$ cat src/rtl/pulse_delay_timer.sv
module pulse_delay_timer #(
  parameter int CNT_W = 32,
  parameter int DIV_W = 16,
  parameter int AW    = 3
) (
  input  logic             clk,
  input  logic             rst_n,
  input  logic             bus_we,
  input  logic [AW-1:0]    bus_addr,
  input  logic [CNT_W-1:0] bus_wdata,
  output logic [CNT_W-1:0] bus_rdata,
  output logic             upd_flag
);
  localparam logic [AW-1:0] A_CTRL = AW'(0);
  localparam logic [AW-1:0] A_STAT = AW'(1);
  localparam logic [AW-1:0] A_EVT  = AW'(2);
  localparam logic [AW-1:0] A_CNT  = AW'(3);
  localparam logic [AW-1:0] A_DIV  = AW'(4);
  localparam logic [AW-1:0] A_TOP  = AW'(5);
  localparam logic [CNT_W-1:0] ONE = CNT_W'(1);

  logic             run, single, quiet, flag;
  logic [DIV_W-1:0] div_pre, div_act, div_cnt;
  logic [CNT_W-1:0] top_pre, top_act, top_eff, cnt;
  logic             wr_ctrl, wr_stat, wr_evt, wr_div, wr_top;
  logic             sw_upd, tick, ovf, load, flag_set;

  assign wr_ctrl = bus_we && (bus_addr == A_CTRL);
  assign wr_stat = bus_we && (bus_addr == A_STAT);
  assign wr_evt  = bus_we && (bus_addr == A_EVT);
  assign wr_div  = bus_we && (bus_addr == A_DIV);
  assign wr_top  = bus_we && (bus_addr == A_TOP);

  assign top_eff  = (top_act == '0) ? ONE : top_act;
  assign sw_upd   = wr_evt && bus_wdata[0];
  assign tick     = run && (div_cnt == div_act);
  assign ovf      = tick && (cnt == top_eff);
  assign load     = ovf || sw_upd;
  assign flag_set = ovf || (sw_upd && !quiet);
  assign upd_flag = flag;

  always_ff @(posedge clk or negedge rst_n) begin
    if (!rst_n) begin
      div_cnt <= '0;
      cnt     <= '0;
    end else if (sw_upd) begin
      div_cnt <= '0;
      cnt     <= '0;
    end else if (tick) begin
      div_cnt <= '0;
      cnt     <= ovf ? '0 : cnt + ONE;
    end else if (run) begin
      div_cnt <= div_cnt + DIV_W'(1);
    end
  end

  always_ff @(posedge clk or negedge rst_n) begin
    if (!rst_n) begin
      div_pre <= '0;
      top_pre <= '0;
    end else begin
      if (wr_div) div_pre <= bus_wdata[DIV_W-1:0];
      if (wr_top) top_pre <= bus_wdata;
    end
  end

  always_ff @(posedge clk or negedge rst_n) begin
    if (!rst_n) begin
      div_act <= '0;
      top_act <= '0;
    end else if (load) begin
      div_act <= div_pre;
      top_act <= top_pre;
    end
  end

  always_ff @(posedge clk or negedge rst_n) begin
    if (!rst_n) begin
      run    <= 1'b0;
      single <= 1'b0;
      quiet  <= 1'b0;
    end else if (wr_ctrl) begin
      run    <= bus_wdata[0];
      single <= bus_wdata[1];
      quiet  <= bus_wdata[2];
    end else if (ovf && single) begin
      run    <= 1'b0;
    end
  end

  always_ff @(posedge clk or negedge rst_n) begin
    if (!rst_n)                       flag <= 1'b0;
    else if (flag_set)                flag <= 1'b1;
    else if (wr_stat && !bus_wdata[0]) flag <= 1'b0;
  end

  always_comb begin
    bus_rdata = '0;
    case (bus_addr)
      A_CTRL:  bus_rdata[2:0] = {quiet, single, run};
      A_STAT:  bus_rdata[0]   = flag;
      A_CNT:   bus_rdata      = cnt;
      A_DIV:   bus_rdata[DIV_W-1:0] = div_pre;
      A_TOP:   bus_rdata      = top_pre;
      default: bus_rdata      = '0;
    endcase
  end
endmodule

$ cat config.mk
export PLATFORM = sky130hd
export DESIGN_NAME = pulse_delay_timer
export DESIGN_NICKNAME = d
export VERILOG_FILES = /design/src/rtl/pulse_delay_timer.sv
export SDC_FILE = /design/constraint.sdc
export NUM_CORES = 1
export LEC_CHECK = 0
export CAP_MARGIN = 15
export CORE_MARGIN = 3
export CORE_UTILIZATION = 50
export DETAILED_ROUTE_END_ITERATION = 8
export DONT_BUFFER_PORTS = 1
export SLEW_MARGIN = 20
export SYNTH_ARGS = -nofsm -noshare
export SYNTH_HDL_FRONTEND = slang
export SYNTH_SLANG_ARGS = --single-unit
$ cat constraint.sdc
create_clock -name clk -period 4.2 [get_ports clk]
set_clock_uncertainty 0.2 [all_clocks]
set_input_delay 0.84 -clock clk [delete_from_list [all_inputs] [get_ports clk]]
set_output_delay 0.84 -clock clk [all_outputs]
set_load 0.01 [all_outputs]
Word level (Yosys, flattened, before mapping)
Index checks and enable logic that the tools add are counted.
{"block": "word_totals", "regBits": 148, "input_bits": 38}
{"block": "classes", "n_addsub": 2, "n_eq_ne": 7, "mux": 15, "n_reduce_logical": 21}
{"operator": "32-bit 2-to-1 mux", "n": 4}
{"operator": "16-bit 2-to-1 mux", "n": 3}
{"operator": "13-bit case mux with 3 select lines", "n": 1}
{"operator": "32-bit by 1-bit adder with 32-bit output, second input constant", "n": 1}
{"operator": "32-bit equality test", "n": 1}
{"operator": "32-bit logical NOT", "n": 1}
{"operator": "16-bit case mux with 2 select lines", "n": 1}
{"operator": "16-bit by 1-bit adder with 16-bit output, second input constant", "n": 1}
{"operator": "16-bit equality test", "n": 1}
{"operator": "1-bit logical AND", "n": 11}
{"operator": "2-bit case mux with 4 select lines", "n": 1}
{"operator": "3-bit by 2-bit equality test with 1-bit output, second input constant", "n": 2}
{"operator": "3-bit equality test, second input constant", "n": 2}
{"operator": "2-bit nonzero test", "n": 3}
{"operator": "1-bit case mux with 5 select lines", "n": 1}
{"operator": "1-bit 2-to-1 mux", "n": 4}
{"operator": "3-bit by 1-bit equality test with 1-bit output, second input constant", "n": 1}
{"operator": "3-bit logical NOT", "n": 1}
{"operator": "3-bit nonzero test", "n": 1}
{"operator": "1-bit logical NOT", "n": 2}
{"operator": "1-bit logical OR", "n": 2}

Longest topological paths before layout
{"block": "logic_depth", "depth_word": 7, "mapped_depth": 9, "mapped_depth_nobuf": 7}

Least setup slack after synthesis
Ideal clock, no wire load.
{"block": "synth_path", "kind": "input-to-output", "from": "input port bus_addr[2]", "to": "output port bus_rdata[16]", "arrival_time_ns": 2.076, "t_required_ns": 3.160, "path_slack_ns": 1.084, "stages": 5, "n_path_buf": 2, "cell_sequence": "clkbuf_1 nand2_1 nor2_1 clkbuf_1 a22o_1"}
{"block": "synth_via", "elab_chain_len": 2, "elab_cells_between_ends": 3, "classes_between": "eq/ne: 2; mux: 1"}
{"element": "start: declaration", "line": "9", "text": "input logic [AW-1:0] bus_addr,"}
{"element": "3-bit equality test / 3-bit by 2-bit equality test with 1-bit output (equally long branches)", "line": "99", "text": "case (bus_addr)"}
{"element": "16-bit case mux with 2 select lines *", "line": "99"}
{"element": "end: declaration", "line": "11", "text": "output logic [CNT_W-1:0] bus_rdata,"}
Mark *: on every way between the ends. The rest lies on a longest branch, timed or not.

Worst setup path after layout
{"block": "layout_path", "from": "input port bus_addr[1]", "to": "output port bus_rdata[24]"}
Same word-level chain as after synthesis.

==> reports/results.tsv <==
stage	metric	value	unit
timing	layout_min_cycle_time	3.09	ns
clocking	cts_tree	done	
timing	finalMaxSlewViolations	0	
clocking	htreeDepth	4	
hold_path	hp-class	in2async	
clocking	cts_resized	0	
cells_and_area	fin_util	0.571	
global_routing	grt_use_total	0.240	
die	ios	71	
route	first_pass_iters	5	
run_status	status	complete, but fails checks	
critical_path	crit_fanout	17	
global_routing	grt_max_degree	149	
critical_path	crit_arrival	2.05	ns
pwr	power.density	521	nW/um^2
logic_synthesis	synth-edff-count	0	
cells_and_area	fill_cells	1232	
cells_and_area	multi_input_area	3520	um^2
global_routing	grt_antenna_before_repair	0	
run_status	violations	hold timing	
logic_synthesis	syn-num-nets	699	
global_routing	grt_pass1_wl	30200	um
logic_synthesis	synth.most_common_cell	dfrtp_1	
place	routabilityCongestion	0.886	
clocking	cts_buffers	17	
place	dpl_worst_slack	1.10	ns
clocking	insertion_delay	0.43	ns
logic_synthesis	yosysUniqueCellTypes	47	
timing	max_freq	323	MHz
logic_synthesis	yosysSeqAreaShare	0.498	
critical_path	crit_path_end_kind	output pin	
timing	worst_slew_pin_slew	0.952	ns
cells_and_area	ff_latch_area	3700	um^2
route	finalWirelength	18400	um
die	rows	43	
cells_and_area	area_growth	9.11	%
timing	fin_crit_sh	0.736	
route	ant_nets	0	
global_routing	grt_pass1_vias	5387	
clocking	clock-sinks	148	
critical_path	criticalPathCategory	in2out	
place	dpl.hpwl	13000	um
pwr	p_leak	3.38	nW
cells_and_area	diodes	0	
timing	fin_setup_tns	0	ns
clocking	cts_buffer_depth	2	
pwr	ir_drop	0.321	mV
route	via_count	5151	
logic_synthesis	synth.cells.most_frequent	dfrtp_1, mux2_2, mux2_1	
critical_path	worstSetupStartpointType	input port	
timing	setup_viol	0	
logic_synthesis	synth_area	7430	um^2
logic_synthesis	avgSynthCellArea	11.3	um^2
die	dieArea	16400	um^2
cells_and_area	drive_gt1_frac	0.153	
logic_synthesis	synth_area_leader_cell	dfrtp_1	
place	placedCellCount	807	
timing	fin_ws	1.11	ns
die	start_util	0.523	
route	first_iter_violations	419	
clocking	post-cts-setup-buffers	0	
logic_synthesis	netlist_instances	659	
timing	maxSlewHeadroom	0.364	
logic_synthesis	ys_seq_elements	148	
place	io_buffers	0	
timing	hold_viol_final	148	
clocking	path_clk_slew	0.06	ns
logic_synthesis	async_flop_share	1.00	
cells_and_area	stdcell_count	839	
die	die_y	128	um
run	max_cap_violations	0	
die	placeableCoreArea	14200	um^2
logic_synthesis	synth_top_area_share	0.498	
clocking	cts_root_buffer	clkbuf_16	
route	vias_per_cell	6.14	
route	wl_per_cell	21.9	um
die	die_w	128	um
pwr	p_total	4.23	mW
logic_synthesis	synthTopCellsByArea	dfrtp_1, mux2_2, mux2_1	
critical_path	cp_data_required_time	3.16	ns
timing	rsz0062_at_grt	no	
logic_synthesis	synthFlopType	dfrtp_1	
route	drc_errors	0	
timing	holdWs	-0.0888	ns
global_routing	gr-total-overflow	0	
logic_synthesis	yosysWarningCount	0	
cells_and_area	nNetsFinal	686	
[worst max-delay path: stages]
cell,delay [ns]
inv_1,0.12
nand2_1,0.36
nor2_1,0.19
buf_4,0.27
a22o_1,0.26
[cells in the final DEF, fill, tap and decap left out, types with 18 or more instances in the layout]
cell type    n
a21oi_1     21
dfrtp_1    148
mux2_1      46
mux2_2      52
nand2_1     38
nand4_1     29
nor2_1      34
nor4_1      18
o21ai_0     21
xnor2_1     43
xor2_1      28
[flip-flops by register name, indices dropped and copies added (netlist names)]
name and cells:
cnt 32, top_act 32, top_pre 32, div_act 16
div_cnt 16, div_pre 16, quiet 1, run 1
single 1, upd_flag 1
[where the power goes]
part | total [mW] | leakage [nW] | switching, mW | internal [mW]
clock | 1.44 | 0.263 | 0.621 | 0.818
sequential | 2.07 | 1.89 | 0.336 | 1.74
combinational | 0.716 | 1.22 | 0.333 | 0.383
[metal layers]
metal  GRT usage  vias to the layer above  share of wire
met1       0.319                     2618           0.43
li1            -                     2369              -
met3      0.0588                       23          0.060
met2       0.391                      141           0.49
met5           0                        -              0
met4      0.0755                        0          0.017
[area by class of cell]
type | count | share of cell area
clock buffer | 18 | 0.0529
clock inverter | 14 | 0.0162
inverter | 10 | 0.00463
multi-input combinational | 461 | 0.434
sequential | 148 | 0.457
tap | 180 | 0.0278
timing repair buffer | 8 | 0.00741
[through the flow]
step	cell area [um^2]	hold slack, ns
final	8110	-0.0888
after global routing	8110	-0.112
after CTS	8110	-0.112
after detailed placement	7550	0.288
after global placement	7550	0.273
after floorplan	7430	0.248
[cell families (layout without fill, tap and decap cells)]
family,count (synthesis),in the layout,share of synthesized area
AO/OA/AOI/OAI,91,91,0.0832
multiplexers,116,116,0.174
AND/OR/NAND/NOR,181,181,0.128
flip-flops,148,148,0.498
adder cells (fa/ha/maj),2,2,0.00337
buffers and inverters,50,50,0.0295
XOR/XNOR,71,71,0.0837
[worst paths after layout]
kind                             start            end  slack (ns)  cells after the start
max                        bus_addr[1]  bus_rdata[24]        1.11                      5
max reg2reg                 div_cnt[1]    div_act[15]        1.11                      7
min reg2reg                     single            run        0.31                      1
min                              rst_n        cnt[24]       -0.09                      0
min in group clk                single            run        0.31                      1
max in group asynchronous        rst_n          quiet        3.69                      0
Power figures use the tool's default switching activity.
